**src/rtl/opnd_pkg.sv**
```systemverilog
package opnd_pkg;
  typedef enum logic [1:0] {OP_LDA = 2'd0, OP_XCH = 2'd1, OP_LDB_S = 2'd2, OP_RSV = 2'd3} op_e;

  typedef enum logic [2:0] {
    M_DIR   = 3'd0,
    M_IND_B = 3'd1,
    M_IND_X = 3'd2,
    M_B_INC = 3'd3,
    M_B_DEC = 3'd4,
    M_X_INC = 3'd5,
    M_X_DEC = 3'd6,
    M_IMM   = 3'd7
  } mode_e;

  typedef enum logic [1:0] {ST_IDLE, ST_RD, ST_CAP, ST_DONE} st_e;

  typedef struct packed {
    logic valid;
    logic mem;
    logic xch;
    logic ld_b;
    logic use_x;
    logic ptr_upd;
    logic ptr_dec;
  } dec_t;
endpackage

```
**src/rtl/opnd_decode.sv**
```systemverilog
module opnd_decode
  import opnd_pkg::*;
(
  input  logic [1:0] op_i,
  input  logic [2:0] mode_i,
  output dec_t       dec_o
);
  mode_e mode;
  assign mode = mode_e'(mode_i);

  always_comb begin
    dec_o = '0;
    unique case (op_e'(op_i))
      OP_LDA:   dec_o.valid = 1'b1;
      OP_XCH: begin
        dec_o.valid = (mode != M_IMM);
        dec_o.xch   = (mode != M_IMM);
      end
      OP_LDB_S: begin
        dec_o.valid = (mode == M_IMM);
        dec_o.ld_b  = (mode == M_IMM);
      end
      default:  dec_o = '0;
    endcase
    dec_o.mem     = dec_o.valid && !dec_o.ld_b && (mode != M_IMM);
    dec_o.use_x   = (mode == M_IND_X) || (mode == M_X_INC) || (mode == M_X_DEC);
    dec_o.ptr_dec = (mode == M_B_DEC) || (mode == M_X_DEC);
    dec_o.ptr_upd = dec_o.mem && (mode inside {M_B_INC, M_B_DEC, M_X_INC, M_X_DEC});
  end
endmodule

```
**src/rtl/opnd_addr_gen.sv**
```systemverilog
module opnd_addr_gen #(
  parameter int unsigned W = 8
) (
  input  logic         dir_i,
  input  logic         use_x_i,
  input  logic         dec_i,
  input  logic [W-1:0] operand_i,
  input  logic [W-1:0] b_i,
  input  logic [W-1:0] x_i,
  output logic [W-1:0] addr_o,
  output logic [W-1:0] ptr_next_o
);
  logic [W-1:0] ptr;

  assign ptr        = use_x_i ? x_i : b_i;
  assign addr_o     = dir_i ? operand_i : ptr;
  // modulo-2^W step of the selected pointer
  assign ptr_next_o = dec_i ? ptr - W'(1) : ptr + W'(1);
endmodule

```
**src/rtl/opnd_ctrl.sv**
```systemverilog
module opnd_ctrl
  import opnd_pkg::*;
(
  input  logic clk_i,
  input  logic rst_ni,
  input  logic start_i,
  input  logic mem_op_i,
  output st_e  st_o,
  output logic accept_o
);
  st_e st_q, st_d;

  assign accept_o = (st_q == ST_IDLE) && start_i;
  assign st_o     = st_q;

  always_comb begin
    st_d = st_q;
    unique case (st_q)
      ST_IDLE: if (start_i) st_d = mem_op_i ? ST_RD : ST_DONE;
      ST_RD:   st_d = ST_CAP;
      ST_CAP:  st_d = ST_DONE;
      default: st_d = ST_IDLE;
    endcase
  end

  always_ff @(posedge clk_i or negedge rst_ni) begin
    if (!rst_ni) st_q <= ST_IDLE;
    else         st_q <= st_d;
  end
endmodule

```
**src/rtl/opnd_addr_unit.sv**
```systemverilog
module opnd_addr_unit
  import opnd_pkg::*;
#(
  parameter int unsigned DATA_W  = 8,
  parameter int unsigned SHORT_W = 4
) (
  input  logic              clk_i,
  input  logic              rst_ni,
  input  logic              start_i,
  input  logic [1:0]        op_i,
  input  logic [2:0]        mode_i,
  input  logic [DATA_W-1:0] operand_i,
  output logic              done_o,
  output logic [DATA_W-1:0] mem_addr_o,
  output logic [DATA_W-1:0] mem_wdata_o,
  output logic              mem_we_o,
  input  logic [DATA_W-1:0] mem_rdata_i,
  output logic [DATA_W-1:0] acc_o,
  output logic [DATA_W-1:0] b_o,
  output logic [DATA_W-1:0] x_o
);
  localparam int unsigned AW = DATA_W;  // pointers hold full addresses

  st_e             st;
  logic            accept;
  dec_t            dec_d;
  logic [AW-1:0]   addr_d, addr_q, ptr_d, ptr_q;
  logic            xch_q, upd_q, use_x_q;
  logic [DATA_W-1:0] acc_q, b_q, x_q;

  opnd_decode u_dec (
    .op_i   (op_i),
    .mode_i (mode_i),
    .dec_o  (dec_d)
  );

  opnd_addr_gen #(.W(AW)) u_agen (
    .dir_i      (mode_e'(mode_i) == M_DIR),
    .use_x_i    (dec_d.use_x),
    .dec_i      (dec_d.ptr_dec),
    .operand_i  (operand_i),
    .b_i        (b_q),
    .x_i        (x_q),
    .addr_o     (addr_d),
    .ptr_next_o (ptr_d)
  );

  opnd_ctrl u_ctrl (
    .clk_i    (clk_i),
    .rst_ni   (rst_ni),
    .start_i  (start_i),
    .mem_op_i (dec_d.mem),
    .st_o     (st),
    .accept_o (accept)
  );

  always_ff @(posedge clk_i or negedge rst_ni) begin
    if (!rst_ni) begin
      acc_q   <= '0;
      b_q     <= '0;
      x_q     <= '0;
      addr_q  <= '0;
      ptr_q   <= '0;
      xch_q   <= 1'b0;
      upd_q   <= 1'b0;
      use_x_q <= 1'b0;
    end else begin
      if (accept) begin
        addr_q  <= addr_d;
        ptr_q   <= ptr_d;
        xch_q   <= dec_d.xch;
        upd_q   <= dec_d.ptr_upd;
        use_x_q <= dec_d.use_x;
        if (dec_d.valid && !dec_d.mem) begin
          if (dec_d.ld_b) b_q   <= DATA_W'(operand_i[SHORT_W-1:0]);
          else            acc_q <= operand_i;
        end
      end
      if (st == ST_CAP) begin
        acc_q <= mem_rdata_i;
        if (upd_q) begin
          if (use_x_q) x_q <= ptr_q;
          else         b_q <= ptr_q;
        end
      end
    end
  end

  assign mem_addr_o  = addr_q;
  assign mem_wdata_o = acc_q;
  assign mem_we_o    = (st == ST_CAP) && xch_q;
  assign done_o      = (st == ST_DONE);
  assign acc_o       = acc_q;
  assign b_o         = b_q;
  assign x_o         = x_q;
endmodule

```
**config.mk**
```make
export PLATFORM = sky130hd
export DESIGN_NAME = opnd_addr_unit
export DESIGN_NICKNAME = d
export VERILOG_FILES = /design/src/rtl/opnd_pkg.sv /design/src/rtl/opnd_decode.sv /design/src/rtl/opnd_addr_gen.sv /design/src/rtl/opnd_ctrl.sv /design/src/rtl/opnd_addr_unit.sv
export SDC_FILE = /design/constraint.sdc
export NUM_CORES = 1
export LEC_CHECK = 0
export BUFFER_PORTS_ARGS = -buffer_cell sky130_fd_sc_hd__clkbuf_2
export CAP_MARGIN = 20
export CORE_AREA = 2 2 76 78
export CTS_CLUSTER_DIAMETER = 200
export DETAILED_ROUTE_END_ITERATION = 10
export DIE_AREA = 0 0 78 80
export GPL_TIMING_DRIVEN = 1
export PLACE_DENSITY = 0.76
export SLEW_MARGIN = 20
export SYNTH_ARGS = -nofsm -noshare
export SYNTH_HDL_FRONTEND = slang
export SYNTH_SLANG_ARGS = --single-unit
```
**constraint.sdc**
```tcl
create_clock -name clk_i -period 2.4 [get_ports clk_i]
set_input_delay 0.72 -clock clk_i [delete_from_list [all_inputs] [get_ports clk_i]]
set_output_delay 0.72 -clock clk_i [all_outputs]
set_load 0.01 [all_outputs]
```
==> reports/metrics.cfg, run 1 <==
[outcome]
status = complete, but fails checks
failed_checks = setup timing

[place]
port_buffers = 65
place_congestion = 0.8894
place_hpwl_um = 5613

[sta]
finalCriticalPeriod_ps = 2593
fin_crit_sh_pct = 108.0
setup_slack_ps = -193.1
relSlewSlack_pct = 62.83
timing.hold.ws_ps = 475.7
hold_violations = 0
clock_skew_ps = 11.45
setup_viol = 3
worst-slew-pin-transition_ps = 543.5
grt_setup_unrepaired = true
fmax_mhz = 385.6
slew_viol_final = 0

[cts]
ctsHoldBuffers = 0
insertion_delay_ps = 310
clk_pin_slew_ps = 100
htree_levels = 2
cts-root-buf = clkbuf_8
cts_tree = yes
cts_sinks = 45
cts_made_buffers = 5
clock_path_buffers = 2

[critical_path]
crit_family = simple AND/OR/NAND/NOR gates
r2r_start = x_o[3]$_DFFE_PN0P_
crit_path_start_kind = primary input
worstPathMaxFanout = 5
cp-end-kind = flip-flop
arrival_ps = 2780
cp_slowest_cell = a221oi_2
required_ps = 2590
crit_buf_inv = 3
crit_type = in2reg
worstPathCellList = buf_6 -> or2b_1 -> nand2_4 -> mux2i_2 -> inv_1 -> ha_4 -> buf_4 -> nor2b_1 -> a2111oi_4 -> a31o_1 -> a221oi_2 -> nand3_1
cpPeakStageDelay_ps = 300
worstSetupStartpoint = mode_i[0]

[synthesis]
syn_inst = 302
yosysWarnings = 0
postSynthNetCount = 333
synth_edf_count = 0
async_flop_share_pct = 100.0
ys_seq_area_share_pct = 40.45
yosysUniqueCellTypes = 59
synth-main-ff-cell = dfrtp_1
ys_ff_latch = 45
synth_area_um2 = 2784
syn_area_per_cell_um2 = 9.218

[grt]
antenna_found_initial = 0
grt_overflow_total = 0
grt_pass1_wl_um = 12160
track_usage_pct = 25.10
grt_max_degree = 46
grt_pass1_vias = 2544

[power]
fin_total_pwr_mw = 4.184
ir_drop_uv = 540.7
p_leak_nw = 1.788
power.density_nw_per_um2 = 1170

[detailed_routing]
drtAntennaViolNets = 0
avgViaCountPerCell = 5.592
drt-initial-drc-count = 283
via_count = 2606
dr.pass1.iters = 4
wirelength_um = 7626
drc = 0
wl_per_cell_um = 16.36

[die]
design.die.area_um2 = 6240
die_x_um = 78
start_util_pct = 51.50
io_pins = 66
die_h_um = 80
rows = 27
core_area_um2 = 5405

[cells_and_area]
antennaDiodeCount = 0
nNetsFinal = 424
layout_common_cells = 64 x clkbuf_2, 52 x nand2_1, 45 x dfrtp_1, 40 x buf_4, 20 x mux2i_1
final_common_cell = clkbuf_2
areaGrowthSynthToFinish_pct = 28.45
drive_above_1_share_pct = 34.77

[flow_run]
cap_viol_max_count = 0

[min_path]
hold_path.class = in2async

## power by group
part | total, mW | internal [mW] | switching, mW
combinational | 2.10 | 0.999 | 1.10
clock | 0.592 | 0.313 | 0.279
sequential | 1.49 | 1.11 | 0.379
total | 4.18 | 2.42 | 1.76
## kinds of logic after synthesis
logic type / after synthesis / synth area share [%]
flops: 45 / 40.45
buf+inv: 31 / 6.651
simple gates: 100 / 17.17
fa+ha+maj: 7 / 3.146
xor+xnor: 8 / 2.517
mux: 31 / 11.60
compound gates: 80 / 18.47
## synthesized netlist by cell type (4+ instances only)
cell	instances	area share, %
inv_1	8	1.1
nor2_1	15	2.0
buf_4	9	2.4
mux2_2	9	3.6
a31oi_1	4	0.90
a21oi_1	16	2.9
dfrtp_1	45	40
o21ai_1	16	2.9
ha_1	7	3.1
o21ai_0	14	2.5
nand2b_1	4	0.90
nand3_1	5	0.90
a21o_1	4	1.1
mux2i_1	21	7.6
xnor2_1	7	2.2
nand2_1	52	7.0
clkbuf_1	6	0.81
## layout make-up
cell class | instances | area, um2
fillers | 453 | 1829
repair buffers | 107 | 663.1
clock buffers | 6 | 72.57
clock inverters | 2 | 38.79
flip-flops and latches | 45 | 1126
inverters | 8 | 30.03
well taps | 72 | 90.09
multi-input cells | 226 | 1555
## final timing paths
check	slack [ps]	end	cells past startpoint
setup / recovery	-190	ptr_q[7]$_DFFE_PN0P_	12
setup reg to reg	290	ptr_q[7]$_DFFE_PN0P_	9
hold reg to reg	480	xch_q$_DFFE_PN0P_	2
hold / removal	480	acc_o[4]$_DFFE_PN0P_	2
max in group asynchronous	1530	ptr_q[6]$_DFFE_PN0P_	2
min in group clk_i	480	xch_q$_DFFE_PN0P_	2
## what timing repair did
action                     CTS  global route
setup endpoints to repair    2             5
pin swaps                    2             5
setup buffers                1             4
gates resized for setup      0            11
## sequential cells by signal, summed over array words and instances (netlist names)
register,cells
b_o,8
u_ctrl.st_o,2
ptr_q,8
xch_q,1
upd_q,1
x_o,8
use_x_q,1
acc_o,8
mem_addr_o,8
## through the flow
stage                     utilization, %  worst slack (ps)  instances  setup TNS, ps  instance area, um2
after floorplan                        -            -392.0        302          -1056                2825
after global placement             62.31            -319.0        453         -968.3                3368
after detailed placement           62.31            -397.1        453          -1464                3368
after CTS                          64.51            -66.56        462         -99.98                3487
after global routing               66.16            -391.1        466         -747.9                3576
final                              66.16            -193.1        466         -338.8                3576
## metal layers
metal	global-route usage, %	vias up	routed length [um]
met2	42.33	83	3904
met1	31.77	1255	3199
met4	10.35	0	197
met5	0	-	0
li1	-	1245	-
met3	4.638	23	324
Note: power is estimated with default switching activity, not from simulation.
==> inputs of run 2 (changes only) <==
--- a/config.mk
+++ b/config.mk
@@ -9,10 +9,13 @@
 export CAP_MARGIN = 20
 export CORE_AREA = 2 2 76 78
 export CTS_CLUSTER_DIAMETER = 200
+export CTS_CLUSTER_SIZE = 30
 export DETAILED_ROUTE_END_ITERATION = 10
 export DIE_AREA = 0 0 78 80
 export GPL_TIMING_DRIVEN = 1
+export HOLD_SLACK_MARGIN = 0.15
 export PLACE_DENSITY = 0.76
+export RECOVER_POWER = 25
 export SLEW_MARGIN = 20
 export SYNTH_ARGS = -nofsm -noshare
 export SYNTH_HDL_FRONTEND = slang
==> run 2 against run 1 <==
  * The run still ends with setup timing left
  * Sequential share of layout area about the same
  * Final cell count is the same
  * Worst hold slack improved by 5.2 ps
  * Combinational power about the same
  * Largest cell class unchanged
==> reports/metrics.cfg, run 2 (synthesis gave the netlist of run 1 again) <==
[detailed_routing]
wl_per_cell_um = 16.37  ; about the same
dr.pass1.iters = 4  ; unchanged
drtAntennaViolNets = 0  ; unchanged
via_count = 2605  ; -0.038%
wirelength_um = 7629  ; about the same
drt-initial-drc-count = 283  ; unchanged
drc = 0  ; unchanged
avgViaCountPerCell = 5.590  ; about the same

[grt]
grt_max_degree = 46  ; unchanged
track_usage_pct = 25.10  ; unchanged
grt_pass1_vias = 2544  ; unchanged
grt_overflow_total = 0  ; unchanged
grt_pass1_wl_um = 12160  ; unchanged
antenna_found_initial = 0  ; unchanged

[cts]
cts-root-buf = clkbuf_8
clk_pin_slew_ps = 100  ; about the same
cts_tree = yes
insertion_delay_ps = 310  ; about the same
ctsHoldBuffers = 0  ; unchanged
clock_path_buffers = 2  ; unchanged
htree_levels = 2  ; unchanged
cts_sinks = 45  ; unchanged
cts_made_buffers = 5  ; unchanged

[sta]
clock_skew_ps = 11.73  ; +0.2803 ps
relSlewSlack_pct = 26.19  ; -37 points
timing.hold.ws_ps = 480.8  ; +5.188 ps
grt_setup_unrepaired = true
fin_crit_sh_pct = 107.9  ; about the same
finalCriticalPeriod_ps = 2591  ; -2.577 ps
setup_viol = 3  ; unchanged
hold_violations = 0  ; unchanged
slew_viol_final = 0  ; unchanged
fmax_mhz = 386.0  ; about the same
worst-slew-pin-transition_ps = 1107  ; +563.6 ps
setup_slack_ps = -190.5  ; +2.577 ps

[cells_and_area]
drive_above_1_share_pct = 34.77  ; unchanged
seq_area_um2 = 1126  ; unchanged
nNetsFinal = 424  ; unchanged
areaGrowthSynthToFinish_pct = 28.36  ; about the same
antennaDiodeCount = 0  ; unchanged
layout_common_cells = 65 x clkbuf_2, 52 x nand2_1, 45 x dfrtp_1, 39 x buf_4, 20 x mux2i_1
fillers = 454  ; +0.22%
multi_input_area_um2 = 1555  ; unchanged
final_common_cell = clkbuf_2

[critical_path]
worstPathMaxFanout = 5  ; unchanged
cpPeakStageDelay_ps = 300  ; about the same
arrival_ps = 2780  ; about the same
cp_slowest_cell = a221oi_2
crit_path_start_kind = primary input
crit_type = in2reg
worstPathCellList = buf_6 -> or2b_1 -> nand2_4 -> mux2i_2 -> inv_1 -> ha_4 -> buf_4 -> nor2b_1 -> a2111oi_4 -> a31o_1 -> a221oi_2 -> nand3_1
required_ps = 2590  ; about the same
cp-end-kind = flip-flop

[outcome]
status = complete, but fails checks
failed_checks = setup timing

[min_path]
hold_path.class = reg2reg

[die]
io_pins = 66  ; unchanged
rows = 27  ; unchanged
die_h_um = 80  ; unchanged
core_area_um2 = 5405  ; unchanged
design.die.area_um2 = 6240  ; unchanged
die_x_um = 78  ; unchanged
start_util_pct = 51.50  ; unchanged

[power]
power.density_nw_per_um2 = 1171  ; +0.10%
p_leak_nw = 1.787  ; about the same
ir_drop_uv = 541.1  ; about the same

[place]
place_hpwl_um = 5613  ; unchanged
place_congestion = 0.8894  ; unchanged
dp_slack_ps = -397.1  ; unchanged
port_buffers = 65  ; unchanged

[flow_run]
cap_viol_max_count = 0  ; unchanged

## run 2: cell count changes in the layout (fill, tap and decap cells not counted)
cell | before | now
buf_4 | 40 | 39
clkbuf_2 | 64 | 65
## run 2: worst paths after layout
| path | from | end | slack, ps | cells past startpoint |
|---|---|---|---|---|
| setup / recovery | mode_i[0] | ptr_q[7]$_DFFE_PN0P_ | -190 | 12 |
| hold / removal | xch_q$_DFFE_PN0P_ | xch_q$_DFFE_PN0P_ | 480 | 2 |
| setup reg to reg | x_o[3]$_DFFE_PN0P_ | ptr_q[7]$_DFFE_PN0P_ | 290 | 9 |
| hold reg to reg | xch_q$_DFFE_PN0P_ | xch_q$_DFFE_PN0P_ | 480 | 2 |
| max in group asynchronous | rst_ni | ptr_q[6]$_DFFE_PN0P_ | 1030 | 2 |
| min in group asynchronous | rst_ni | acc_o[4]$_DFFE_PN0P_ | 690 | 2 |
## run 2: routing by layer
layer / up-vias / routed length, um / share of wire, % / GRT usage [%]
li1: 1247 / - / - / -
met1: 1257 / 3232 / 42 / 31.77
met2: 78 / 3903 / 51 / 42.33
met3: 23 / 296 / 3.9 / 4.638
met4: 0 / 197 / 2.6 / 10.35
met5: - / 0 / 0 / 0
## run 2: layout make-up
| class | instances | area share, % |
|---|---|---|
| clock buffers | 6 | 2.031 |
| flip-flops and latches | 45 | 31.51 |
| inverters | 8 | 0.8403 |
| repair buffers | 107 | 18.49 |
| multi-input cells | 226 | 43.52 |
| well taps | 72 | 2.521 |
| clock inverters | 2 | 1.085 |
## run 2: metrics by stage
| step | setup TNS, ps | area, um2 | power, mW | cells | util [%] |
|---|---|---|---|---|---|
| CTS | -99.98 | 3487 | 4.120 | 462 | 64.51 |
| finish | -333.5 | 3573 | 4.186 | 466 | 66.11 |
| detailed placement | -1464 | 3368 | 3.528 | 453 | 62.31 |
| floorplan | -1056 | 2825 | 2.735 | 302 | - |
| global placement | -968.3 | 3368 | 3.441 | 453 | 62.31 |
| global route | -747.9 | 3573 | 4.495 | 466 | 66.11 |
## run 2: report_power, final
group,internal [mW],switching (mW),total (mW)
combinational,0.998,1.11,2.10
sequential,1.11,0.380,1.49
clock,0.313,0.279,0.592
## run 2: worst max-delay path: cells and delay by family
family / cells / cell delay (ps)
and+or+nand+nor: 4 / 700
adders and majority gates: 1 / 180
muxes: 1 / 230
buffers and inverters: 3 / 330
AOI/OAI and AO/OA: 3 / 610
## run 2: repair_timing
item,in CTS,in global routing
buffers inserted,1,4
resized for setup,0,11
setup endpoints to repair,2,5
pin swaps,2,5
==> inputs of run 3 (changes only) <==
--- a/config.mk
+++ b/config.mk
@@ -12,7 +12,7 @@
 export CTS_CLUSTER_SIZE = 30
 export DETAILED_ROUTE_END_ITERATION = 10
 export DIE_AREA = 0 0 78 80
-export GPL_TIMING_DRIVEN = 1
+export GPL_TIMING_DRIVEN = 0
 export HOLD_SLACK_MARGIN = 0.15
 export PLACE_DENSITY = 0.76
 export RECOVER_POWER = 25
==> run 3 against run 2 <==
  * The flow still finishes with violations (setup timing)
  * Setup slack worse by 86 ps
  * Clock skew is 6.5 ps lower
  * Non-clock buffer count is 5 lower
  * Clock-buffer cell count is 1 higher
  * Worst hold slack worse by 5.0 ps
  * Final cell count is 1.1% lower
  * Sequential cell count stayed put
  * Utilization is 0.19 points lower
  * Global-route usage is 0.073 points lower
  * Critical path type unchanged
  * Critical endpoint unchanged
==> reports/metrics.cfg, run 3 (synthesis gave the netlist of run 1 again) <==
[outcome]
status = complete, but fails checks
failed_checks = setup timing

[critical_path]
worstRegToRegCells = 7  ; -2
arrival_ps = 2870  ; +90 ps
reg2reg_to = ptr_q[4]$_DFFE_PN0P_
r2r_start = u_ctrl.st_o[1]$_DFFE_PN0P_
regToRegSetupSlack_ps = 210  ; -80 ps
worstPathMaxFanout = 5  ; unchanged
crit_type = in2reg
crit_path_start_kind = primary input
required_ps = 2590  ; about the same
cp-end-kind = flip-flop

[sta]
slew_viol_final = 0  ; unchanged
setup_viol = 4  ; +1
clock_skew_ps = 5.267  ; -6.461 ps
fin_crit_sh_pct = 111.5  ; +3.6 points
finalCriticalPeriod_ps = 2677  ; +86.14 ps
setup_slack_ps = -276.7  ; -86.14 ps
grt_setup_unrepaired = true
worst-slew-pin-transition_ps = 1090  ; -17.04 ps
relSlewSlack_pct = 27.33  ; +1.1 points
timing.hold.ws_ps = 475.9  ; -4.976 ps
fmax_mhz = 373.6  ; -3.2%
hold_violations = 0  ; unchanged

[detailed_routing]
drtAntennaViolNets = 0  ; unchanged
wl_per_cell_um = 16.41  ; +0.22%
wirelength_um = 7564  ; -0.85%
avgViaCountPerCell = 5.664  ; +1.3%
drt-initial-drc-count = 213  ; -25%
drc = 0  ; unchanged
dr.pass1.iters = 6  ; +2
via_count = 2611  ; +0.23%

[cts]
cts_made_buffers = 5  ; unchanged
cts_sinks = 45  ; unchanged
cts_tree = yes
ctsHoldBuffers = 0  ; unchanged
htree_levels = 2  ; unchanged
insertion_delay_ps = 300  ; about the same
cts-root-buf = clkbuf_8
clock_path_buffers = 2  ; unchanged
clk_pin_slew_ps = 90  ; about the same

[grt]
grt_pass1_vias = 2495  ; -1.9%
grt_overflow_total = 0  ; unchanged
antenna_found_initial = 0  ; unchanged
grt_pass1_wl_um = 11960  ; -1.6%
grt_max_degree = 46  ; unchanged
track_usage_pct = 25.02  ; -0.073 points

[min_path]
min_from = xch_q$_DFFE_PN0P_
hold_path.class = reg2reg
min_to = xch_q$_DFFE_PN0P_
min_path_cells = 2  ; unchanged

[cells_and_area]
final_common_cell = clkbuf_2
final_area_um2 = 3563  ; -0.28%
layoutNonFillerInstCount = 461  ; -1.1%
areaGrowthSynthToFinish_pct = 28.00
drive_above_1_share_pct = 34.45  ; -0.32 points
layout_common_cells = 63 x clkbuf_2, 52 x nand2_1, 45 x dfrtp_1, 22 x buf_4, 19 x mux2i_1
nNetsFinal = 419  ; -1.2%
antennaDiodeCount = 0  ; unchanged

[die]
die_h_um = 80  ; unchanged
io_pins = 66  ; unchanged
core_area_um2 = 5405  ; unchanged
rows = 27  ; unchanged
design.die.area_um2 = 6240  ; unchanged
start_util_pct = 51.50  ; unchanged
die_x_um = 78  ; unchanged

[power]
p_leak_nw = 1.737  ; -2.8%
switching_share_pct = 42.86  ; +0.70 points
ir_drop_uv = 564.4  ; +4.3%
internal-power_mw = 2.337  ; -3.4%
seqPwrFrac_pct = 35.9  ; +0.3 points
clockPowerShare_pct = 11.4  ; -2.7 points
combPwrFrac_pct = 52.6  ; +2.3 points
switchingPower_mw = 1.753  ; -0.65%
power.density_nw_per_um2 = 1148  ; -2.0%

[flow_run]
cap_viol_max_count = 0  ; unchanged

[place]
port_buffers = 64  ; -1.5%
placed_cells_incl_taps = 438  ; -3.3%
place_hpwl_um = 5233  ; -6.8%
dpl_cell_area_um2 = 3236  ; -3.9%
place_congestion = 0.9501  ; +6.8%

-- run 3: cell types whose count changed in the layout (fill, tap and decap cells not counted), moves of 2 or more --
cell and delta:
clkbuf_2 -2, mux2i_4 +2, buf_4 -17, buf_2 +3, clkbuf_1 +7, buf_8 +3
-- run 3: repair_timing --
item,CTS,global route
gates cloned,0,0
setup endpoints to repair,6,6
gates resized for setup,11,15
pin swaps,4,4
setup buffers,10,5
-- run 3: metrics by stage --
stage / setup TNS (ps) / total power [mW] / setup WS [ps] / utilization [%]
floorplan: -1056 / 2.735 / -392.0 / -
global placement: -3204 / 3.365 / -763.5 / 59.86
detailed placement: -3381 / 3.421 / -782.8 / 59.86
CTS: -320.3 / 3.993 / -133.7 / 64.03
global route: -984.2 / 4.410 / -324.3 / 65.93
finish: -680.6 / 4.091 / -276.7 / 65.93
-- run 3: power groups by stage --
stage	Sequential, mW	Combinational (mW)	Clock [mW]
floorplan	1.50	1.23	0
global route	1.53	2.37	0.506
finish	1.47	2.15	0.468
CTS	1.46	2.06	0.476
detailed placement	1.46	1.96	0
global placement	1.45	1.92	0
-- run 3: how the worst max path moves through the flow --
stage	start	endpoint
floorplan	mode_i[0]	ptr_q[7]$_DFFE_PN0P_
global placement	mode_i[1]	ptr_q[7]$_DFFE_PN0P_
detailed placement	mode_i[1]	ptr_q[7]$_DFFE_PN0P_
CTS	mode_i[1]	ptr_q[7]$_DFFE_PN0P_
global route	mode_i[1]	ptr_q[7]$_DFFE_PN0P_
finish	mode_i[1]	ptr_q[7]$_DFFE_PN0P_
-- run 3: worst max-delay path: stages --
cell and delay, ps:
buf_8 110, buf_8 110, nand3b_1 240, nand2_4 170
mux2i_4 270, inv_2 70, ha_4 180, or2_4 240
a21oi_4 140, a2111oi_4 50, a31o_1 220, a221oi_2 240
nand3_1 90
-- run 3: per-layer routing --
metal	track usage [%]	routed length (um)
met3	3.846	363
met5	0	0
met4	11.40	235
met2	42.07	3739
met1	31.84	3225
-- run 3: area by class of cell --
cell class              count  area, um2
well taps                  72      90.09
clock buffers               7      76.32
inverters                   8      30.03
flip-flops and latches     45       1126
multi-input cells         226       1608
fillers                   456       1842
plain buffers              23      166.4
clock inverters             1      7.507
repair buffers             79      459.2
